===== src/rtl/wqt_pkg.sv =====
package wqt_pkg;
  localparam int DB_QID_W  = 17;
  localparam int DB_INC_W  = 14;
  localparam int DB_WORD_W = 32;
  localparam int SLOT_UNITS = 4;  // 16-byte units per 64-byte slot

  typedef struct packed {
    logic doProduce;
    logic doConsume;
    logic doRing;
  } wqtStrobes_t;
endpackage


===== src/rtl/wqt_ctrl.sv =====
module wqt_ctrl
  import wqt_pkg::*;
(
  input  logic        clk,
  input  logic        rst_n,
  input  logic        produceReq,
  input  logic        consumeReq,
  input  logic        ringReq,
  input  logic        dbOffSet,
  input  logic        dbOffClr,
  input  logic        isFull,
  input  logic        isEmpty,
  output wqtStrobes_t strobes,
  output logic        overflowErr,
  output logic        underflowErr,
  output logic        dbOff
);
  always_comb begin
    strobes.doProduce = produceReq && !isFull;
    strobes.doConsume = consumeReq && !isEmpty;
    strobes.doRing    = ringReq && !dbOff;
  end

  always_ff @(posedge clk) begin
    if (!rst_n) begin
      overflowErr  <= 1'b0;
      underflowErr <= 1'b0;
      dbOff        <= 1'b0;
    end else begin
      overflowErr  <= produceReq && isFull;
      underflowErr <= consumeReq && isEmpty;
      if (dbOffSet)      dbOff <= 1'b1;
      else if (dbOffClr) dbOff <= 1'b0;
    end
  end
endmodule


===== src/rtl/wqt_datapath.sv =====
module wqt_datapath
  import wqt_pkg::*;
#(
  parameter int QUEUE_SIZE      = 16,
  parameter int SLOTS_PER_ENTRY = 2,
  parameter int LEN16_W         = 8,
  parameter bit RECV_QUEUE      = 1'b1,
  localparam int IDX_W     = $clog2(QUEUE_SIZE),
  localparam int SLOT_RING = QUEUE_SIZE * SLOTS_PER_ENTRY,
  localparam int SLOT_W    = $clog2(SLOT_RING)
)(
  input  logic                 clk,
  input  logic                 rst_n,
  input  wqtStrobes_t          strobes,
  input  logic [LEN16_W-1:0]   produceLen16,
  input  logic                 ringPrio,
  input  logic [DB_INC_W-1:0]  ringInc,
  input  logic [DB_QID_W-1:0]  queueId,
  output logic                 isEmpty,
  output logic                 isFull,
  output logic [IDX_W-1:0]     availCount,
  output logic [IDX_W-1:0]     prodIdx,
  output logic [IDX_W-1:0]     consIdx,
  output logic [SLOT_W-1:0]    slotProdIdx,
  output logic [31:0]          msnCount,
  output logic                 dbValid,
  output logic [DB_WORD_W-1:0] dbWord
);
  localparam int ADV_W = LEN16_W + 1;
  localparam int SUM_W = SLOT_W + ADV_W + 1;
  localparam logic [IDX_W-1:0] LAST_IDX = IDX_W'(QUEUE_SIZE - 1);

  logic [IDX_W-1:0] inUse;
  logic [ADV_W-1:0] slotAdv;
  logic [SUM_W-1:0] slotSum;
  logic [SLOT_W-1:0] slotNext;

  // ceil(len16 / units-per-slot)
  always_comb begin
    slotAdv = (ADV_W'(produceLen16) + ADV_W'(SLOT_UNITS - 1)) >> 2;
    slotSum = SUM_W'(slotProdIdx) + SUM_W'(slotAdv);
    if (slotSum >= SUM_W'(SLOT_RING)) slotNext = SLOT_W'(slotSum % SUM_W'(SLOT_RING));
    else                              slotNext = SLOT_W'(slotSum);
  end

  always_comb begin
    isEmpty    = (inUse == '0);
    isFull     = (inUse == LAST_IDX);
    availCount = LAST_IDX - inUse;
  end

  always_ff @(posedge clk) begin
    if (!rst_n) begin
      inUse       <= '0;
      prodIdx     <= '0;
      consIdx     <= '0;
      slotProdIdx <= '0;
    end else begin
      case ({strobes.doProduce, strobes.doConsume})
        2'b10:   inUse <= inUse + IDX_W'(1);
        2'b01:   inUse <= inUse - IDX_W'(1);
        default: inUse <= inUse;
      endcase
      if (strobes.doProduce) begin
        prodIdx     <= (prodIdx == LAST_IDX) ? '0 : prodIdx + IDX_W'(1);
        slotProdIdx <= slotNext;
      end
      if (strobes.doConsume)
        consIdx <= (consIdx == LAST_IDX) ? '0 : consIdx + IDX_W'(1);
    end
  end

  generate
    if (RECV_QUEUE) begin : g_msn
      always_ff @(posedge clk) begin
        if (!rst_n)                 msnCount <= '0;
        else if (strobes.doConsume) msnCount <= msnCount + 32'd1;
      end
    end else begin : g_no_msn
      assign msnCount = '0;
    end
  endgenerate

  always_ff @(posedge clk) begin
    if (!rst_n) begin
      dbValid <= 1'b0;
      dbWord  <= '0;
    end else begin
      dbValid <= strobes.doRing;
      if (strobes.doRing) dbWord <= {queueId, ringPrio, ringInc};
    end
  end
endmodule


===== src/rtl/wq_index_tracker.sv =====
module wq_index_tracker
  import wqt_pkg::*;
#(
  parameter int QUEUE_SIZE      = 16,
  parameter int SLOTS_PER_ENTRY = 2,
  parameter int LEN16_W         = 8,
  parameter bit RECV_QUEUE      = 1'b1,
  localparam int IDX_W  = $clog2(QUEUE_SIZE),
  localparam int SLOT_W = $clog2(QUEUE_SIZE * SLOTS_PER_ENTRY)
)(
  input  logic                 clk,
  input  logic                 rst_n,
  input  logic                 produceReq,
  input  logic [LEN16_W-1:0]   produceLen16,
  input  logic                 consumeReq,
  input  logic                 ringReq,
  input  logic                 ringPrio,
  input  logic [13:0]          ringInc,
  input  logic [16:0]          queueId,
  input  logic                 dbOffSet,
  input  logic                 dbOffClr,
  output logic                 isEmpty,
  output logic                 isFull,
  output logic [IDX_W-1:0]     availCount,
  output logic [IDX_W-1:0]     prodIdx,
  output logic [IDX_W-1:0]     consIdx,
  output logic [SLOT_W-1:0]    slotProdIdx,
  output logic [31:0]          msnCount,
  output logic                 dbValid,
  output logic [31:0]          dbWord,
  output logic                 dbDisabled,
  output logic                 overflowErr,
  output logic                 underflowErr
);
  wqtStrobes_t strobes;

  wqt_ctrl u_ctrl (
    .clk(clk), .rst_n(rst_n),
    .produceReq(produceReq), .consumeReq(consumeReq), .ringReq(ringReq),
    .dbOffSet(dbOffSet), .dbOffClr(dbOffClr),
    .isFull(isFull), .isEmpty(isEmpty),
    .strobes(strobes),
    .overflowErr(overflowErr), .underflowErr(underflowErr), .dbOff(dbDisabled)
  );

  wqt_datapath #(
    .QUEUE_SIZE(QUEUE_SIZE), .SLOTS_PER_ENTRY(SLOTS_PER_ENTRY),
    .LEN16_W(LEN16_W), .RECV_QUEUE(RECV_QUEUE)
  ) u_dp (
    .clk(clk), .rst_n(rst_n), .strobes(strobes),
    .produceLen16(produceLen16), .ringPrio(ringPrio), .ringInc(ringInc), .queueId(queueId),
    .isEmpty(isEmpty), .isFull(isFull), .availCount(availCount),
    .prodIdx(prodIdx), .consIdx(consIdx), .slotProdIdx(slotProdIdx),
    .msnCount(msnCount), .dbValid(dbValid), .dbWord(dbWord)
  );
endmodule


===== config.mk =====
export PLATFORM = sky130hd
export DESIGN_NAME = wq_index_tracker
export DESIGN_NICKNAME = d
export VERILOG_FILES = /design/src/rtl/wqt_pkg.sv /design/src/rtl/wqt_ctrl.sv /design/src/rtl/wqt_datapath.sv /design/src/rtl/wq_index_tracker.sv
export SDC_FILE = /design/constraint.sdc
export NUM_CORES = 1
export LEC_CHECK = 0
export CAP_MARGIN = 20
export CORE_UTILIZATION = 40
export CTS_CLUSTER_DIAMETER = 100
export DETAILED_ROUTE_END_ITERATION = 7
export GPL_TIMING_DRIVEN = 1
export HOLD_SLACK_MARGIN = 0.03
export PLACE_DENSITY = 0.78
export SETUP_SLACK_MARGIN = 0.3
export SLEW_MARGIN = 20
export SYNTH_ARGS = -nofsm -noshare
export SYNTH_HDL_FRONTEND = slang
export SYNTH_SLANG_ARGS = --single-unit

===== constraint.sdc =====
create_clock -name clk -period 3.6 [get_ports clk]
set_clock_uncertainty 0.05 [all_clocks]
set_input_delay 0.54 -clock clk [delete_from_list [all_inputs] [get_ports clk]]
set_output_delay 0.54 -clock clk [all_outputs]
set_load 0.005 [all_outputs]

==> results.yml, run 1 <==
yosys:
  synthesis.nets: 496
  synth_seq_cells: 85
  syn_area_per_cell_um2: 8.88
  yosys.area.top_type: "dfxtp_1"
  synth_area_leaders: "dfxtp_1 44%, nand2_1 8.8%, a21boi_0 7.7%, xnor2_1 6.3%, and2_1 4.5%"
  synth_edf_count: 0
  synthTopCellsByCount: "91 x nand2_1, 85 x dfxtp_1, 40 x a21boi_0, 28 x and2_1, 28 x xnor2_1"
  synth.cell_area_um2: 3880
  yosysTopAreaCellShare: 0.439
  yosysMostFrequentCell: "nand2_1"
  ys_warn_count: 0
  synth_seq_area_share: 0.439
  synth_cells: 437
  ys_types: 38
  async_flop_share: 0
  synthFlopType: "dfxtp_1"
run_status:
  status: "finished clean"
final_layout:
  final.fill_count: 859
  area_growth_pct: 41.6
  num-nets-final: 624
  n_antenna_cell: 0
  layout-drive-gt1-share: 0.0509
placed_design:
  dpl_worst_slack_ns: 0.518
  port_buffers: 132
  place_congestion: 0.838
  dp_hpwl_mm: 7.04
sta:
  clock.fmax_mhz: 327
  max_slew_margin: 0.443
  setup_viol: 0
  min_period_ns: 3.06
  hold_viol: 0
  rsz0062_at_grt: "no"
  finalCritPeriodShare: 0.849
  tightest_slew_ns: 0.830
  tns_ns: 0
  worst_slack_ns: 0.544
  slew_viol_final: 0
floorplanning:
  floorplan.initialDensity: 0.416
  ios: 134
  row_count: 35
  core_area_um2: 9330
  fp.dieH_um: 100
  die_w_um: 100
  die_area_um2: 10100
critical_path:
  crit_type: "flip-flop to flip-flop"
  required_ns: 3.82
  r2r-start: "u_dp.inUse[0]"
  start_kind: "flip-flop"
  endpoint_kind: "flip-flop"
  startpoint: "u_dp.inUse[0]"
  worstPathMaxFanout: 10
  cp.arrival_ns: 3.28
grt:
  grt_use_total: 0.189
  antenna_found_initial: 0
  grt_pass1_vias: 3257
  grt_pass1_wl_mm: 15.3
  grt_max_degree: 50
  grt_overflow: 0
detailed_routing:
  drc: 0
  first_pass_iters: 4
  vias: 3413
  drt.antenna.violating_nets: 0
  drt_iter0_markers: 88
  routedWlPerCell_um: 13.5
  routed_wl_mm: 9.44
  viasPerCell: 4.88
clock_network:
  cts_tree: "built"
  numCtsBuffers: 9
  cts_resized: 0
  clkTransAtPathRegs_ns: 0.09
  clockBufferDepth: 2
  cts_setup_buffers: 0
  htreeDepth: 3
  holdBufCountCts: 0
  clk_latency_ns: 0.35
  clockRootBuffer: "clkbuf_8"
  clock-sinks: 85
worst_hold_path:
  min_path_type: "flip-flop to flip-flop"
  hold_start: "u_dp.dbWord[31]"
pwr:
  ir_drop_uv: 227
  p_leak_nw: 2.01
  p_per_area_nw_per_um2: 408
run:
  cap_violations: 0
==> cell families (layout without fill, tap and decap cells) <==
group,after synthesis,in the layout,synth area share
multiplexers,2,2,0.00516
XOR/XNOR,36,36,0.0813
flip-flops,85,85,0.439
AND/OR/NAND/NOR,192,192,0.255
adder cells (fa/ha/maj),12,12,0.0426
AO/OA/AOI/OAI,78,78,0.143
buffers and inverters,32,165,0.0339
==> flip-flops by register name, summed over array words and instances, names as in the netlist <==
name	cells
u_ctrl.dbOff	1
u_dp.inUse	4
u_dp.dbValid	1
u_dp.slotProdIdx	5
u_ctrl.overflowErr	1
u_dp.msnCount	32
u_dp.prodIdx	4
u_ctrl.underflowErr	1
u_dp.consIdx	4
u_dp.dbWord	32
==> metal layers <==
layer / GRT usage / wire [um]
met5: 0 / 0
met3: 0.0277 / 232
met1: 0.237 / 4280
met2: 0.331 / 4840
met4: 0.0647 / 85
==> cell type report <==
class                           instances  area (um2)  share of cell area
Clock buffer                           10         138              0.0250
Clock inverter                          6        46.3             0.00842
Inverter                               12        45.0             0.00820
Multi-Input combinational cell        320        2050               0.373
Sequential cell                        85        1700               0.310
Tap cell                              129         161              0.0294
Timing Repair Buffer                  137        1350               0.246
==> worst max-delay path, cell delays in order, from the launching register on <==
cell      delay [ns]
dfxtp_1         0.40
o41ai_4         0.74
inv_1           0.31
ha_1            0.32
ha_1            0.28
a21o_1          0.18
a21oi_1         0.17
xnor2_1         0.09
or3_1           0.29
a21boi_0        0.16
==> per-stage QoR <==
stage               area [um2]   util  cells  power, mW  hold slack, ns
floorplan                 3880      -    437       1.38           0.409
global placement          5310  0.569    683       1.61           0.400
detailed placement        5310  0.569    683       1.64           0.409
CTS                       5500  0.589    699       2.27           0.421
global route              5500  0.589    699       2.37           0.446
finish                    5500  0.589    699       2.24           0.418
==> layout by cell type (no fill, tap or decap), types with 5 or more instances in the layout <==
master,Yosys,layout
nand4_1,15,15
or3_1,9,9
nand3_1,12,12
a21boi_1,7,7
inv_1,12,12
ha_1,10,10
xnor2_1,28,28
nor2_1,5,5
xor2_1,8,8
nand2_1,91,91
o21ai_0,13,13
clkdlybuf4s50_1,0,131
clkbuf_8,0,10
buf_4,0,5
and2_1,28,28
a21oi_1,8,8
dfxtp_1,85,85
a21boi_0,40,40
nor2b_1,9,8
==> power by group <==
part | switching [mW] | internal [mW] | total, mW
sequential | 0.0753 | 1.00 | 1.08
combinational | 0.226 | 0.305 | 0.531
clock | 0.354 | 0.275 | 0.628
total | 0.655 | 1.58 | 2.24
==> path summary, 6_finish.rpt <==
kind	slack [ns]	cells after the start	end
max	0.54	9	u_dp.inUse[3]
min	0.42	2	u_dp.dbWord[31]
max reg2reg	0.54	9	u_dp.inUse[3]
min reg2reg	0.42	2	u_dp.dbWord[31]
Power figures use the tool's default switching activity.
==> run 2, diff against run 1 <==
==> constraint.sdc (replaced) <==
create_clock -name clk -period 3.14 [get_ports clk]
set_clock_uncertainty 0.05 [all_clocks]
set_input_delay 0.471 -clock clk [delete_from_list [all_inputs] [get_ports clk]]
set_output_delay 0.471 -clock clk [all_outputs]
set_load 0.005 [all_outputs]
==> results.yml, run 2 (synthesized netlist as in run 1, its figures left out) <==
grt:
  antenna_found_initial: 0
  grt_use_total: 0.192
  grt_overflow: 0
  grt_pass1_vias: 3298
  grt_pass1_wl_mm: 15.6
  grt_max_degree: 58
final_layout:
  multi_input_area_um2: 2050
  fin_cells: 705
  stdcell_area_um2: 5560
  regArea_um2: 1700
  n_antenna_cell: 0
  top_regs: "u_dp.dbWord x32, u_dp.msnCount x32, u_dp.slotProdIdx x5"
  final_cell_mix: "131 x clkdlybuf4s50_1, 91 x nand2_1, 85 x dfxtp_1, 40 x a21boi_0"
  layout_commonest_cell: "clkdlybuf4s50_1"
  area_growth_pct: 43.4
  final.fill_count: 825
  layout-drive-gt1-share: 0.0608
  num-nets-final: 630
clock_network:
  numCtsBuffers: 9
  clockBufferDepth: 2
  holdBufCountCts: 0
  clkTransAtPathRegs_ns: 0.10
  clockRootBuffer: "clkbuf_8"
  htreeDepth: 3
  clk_latency_ns: 0.34
  cts_tree: "built"
  clock-sinks: 85
run:
  cap_violations: 0
detailed_routing:
  drc: 0
  drt.antenna.violating_nets: 0
  highest_layer: "met4"
  wl_met1_mm: 4.37
  drt_iter0_markers: 78
  routed_wl_mm: 9.60
  wl_met3_um: 282
  viasPerCell: 4.92
  vias: 3467
  first_pass_iters: 4
  dr_wl_met2_mm: 4.74
  routedWlPerCell_um: 13.6
critical_path:
  endpoint_kind: "flip-flop"
  crit_type: "flip-flop to flip-flop"
  cp.arrival_ns: 2.84
  required_ns: 3.37
  worstPathMaxFanout: 7
  start_kind: "flip-flop"
placed_design:
  dp_hpwl_mm: 7.02
  dpl.cell_count: 686
  place_congestion: 0.835
  dpl_cell_area_um2: 5330
  port_buffers: 132
sta:
  hold_viol: 0
  finalCritPeriodShare: 0.831
  setup_viol: 0
  tightest_slew_ns: 0.851
  max_slew_margin: 0.432
  slew_viol_final: 0
  rsz0062_at_grt: "no"
  whs_ns: 0.417
  tns_ns: 0
  clock.fmax_mhz: 383
  min_period_ns: 2.61
floorplanning:
  core_area_um2: 9330
  row_count: 35
  floorplan.initialDensity: 0.416
  ios: 134
  die_area_um2: 10100
  die_w_um: 100
  fp.dieH_um: 100
pwr:
  totalPowerFinal_mw: 2.66
  p_per_area_nw_per_um2: 478
  ir_drop_uv: 213
  p_leak_nw: 2.04
worst_hold_path:
  min_path_type: "flip-flop to flip-flop"
run_status:
  status: "finished clean"
run 2: changes by cell type in the layout (fill, tap and decap cells not counted):
cell / change
buf_4: +6
bufinv_16: +1
clkinv_2: -1
clkinvlp_4: +1
inv_6: -1
run 2: final timing paths:
check,from,to,slack [ns],cells past startpoint
worst max register to register,u_dp.inUse[3],u_dp.inUse[3],0.53,9
worst min-delay path,u_dp.dbWord[27],u_dp.dbWord[27],0.42,2
worst min register to register,u_dp.dbWord[27],u_dp.dbWord[27],0.42,2
worst max-delay path,u_dp.inUse[3],u_dp.inUse[3],0.53,9
run 2: cell type report:
cell class | instances | area share
Clock inverter | 6 | 0.0126
Timing Repair Buffer | 143 | 0.251
Clock buffer | 10 | 0.0247
Tap cell | 129 | 0.0290
Inverter | 12 | 0.00810
Multi-Input combinational cell | 320 | 0.368
Sequential cell | 85 | 0.306
run 2: where the power goes:
part	switching (mW)	total, mW	internal, mW	leakage [nW]
sequential	0.0882	1.24	1.15	0.693
clock	0.406	0.799	0.394	0.0951
combinational	0.264	0.622	0.358	1.25
total	0.758	2.66	1.90	2.04
run 2: critical path, cell delays in order (launching register included):
cell and delay, ns:
dfxtp_1 0.39, o41ai_4 0.41, inv_1 0.21, ha_1 0.28, ha_1 0.29, a21o_1 0.18, a21oi_1 0.18, xnor2_1 0.10
or3_1 0.30, a21boi_0 0.16
run 2: metal layers:
layer  vias to the layer above  GRT usage
met5                         -          0
met4                         0     0.0803
met3                        16     0.0291
met2                        68      0.331
met1                      1636      0.240
li1                       1747          -
run 2: through the flow:
step	util	setup WS, ns
2_1_floorplan	-	0.431
5_1_grt	0.597	0.381
4_1_cts	0.595	0.483
3_5_place_dp	0.572	0.108
6_report	0.597	0.530
3_3_place_gp	0.572	0.199
run 2: timing repair:
action | 4_1_cts | 5_1_grt
pin swaps | 1 | 1
setup endpoints to repair | 1 | 1
setup buffers | 1 | 2
gates resized for setup | 0 | 0
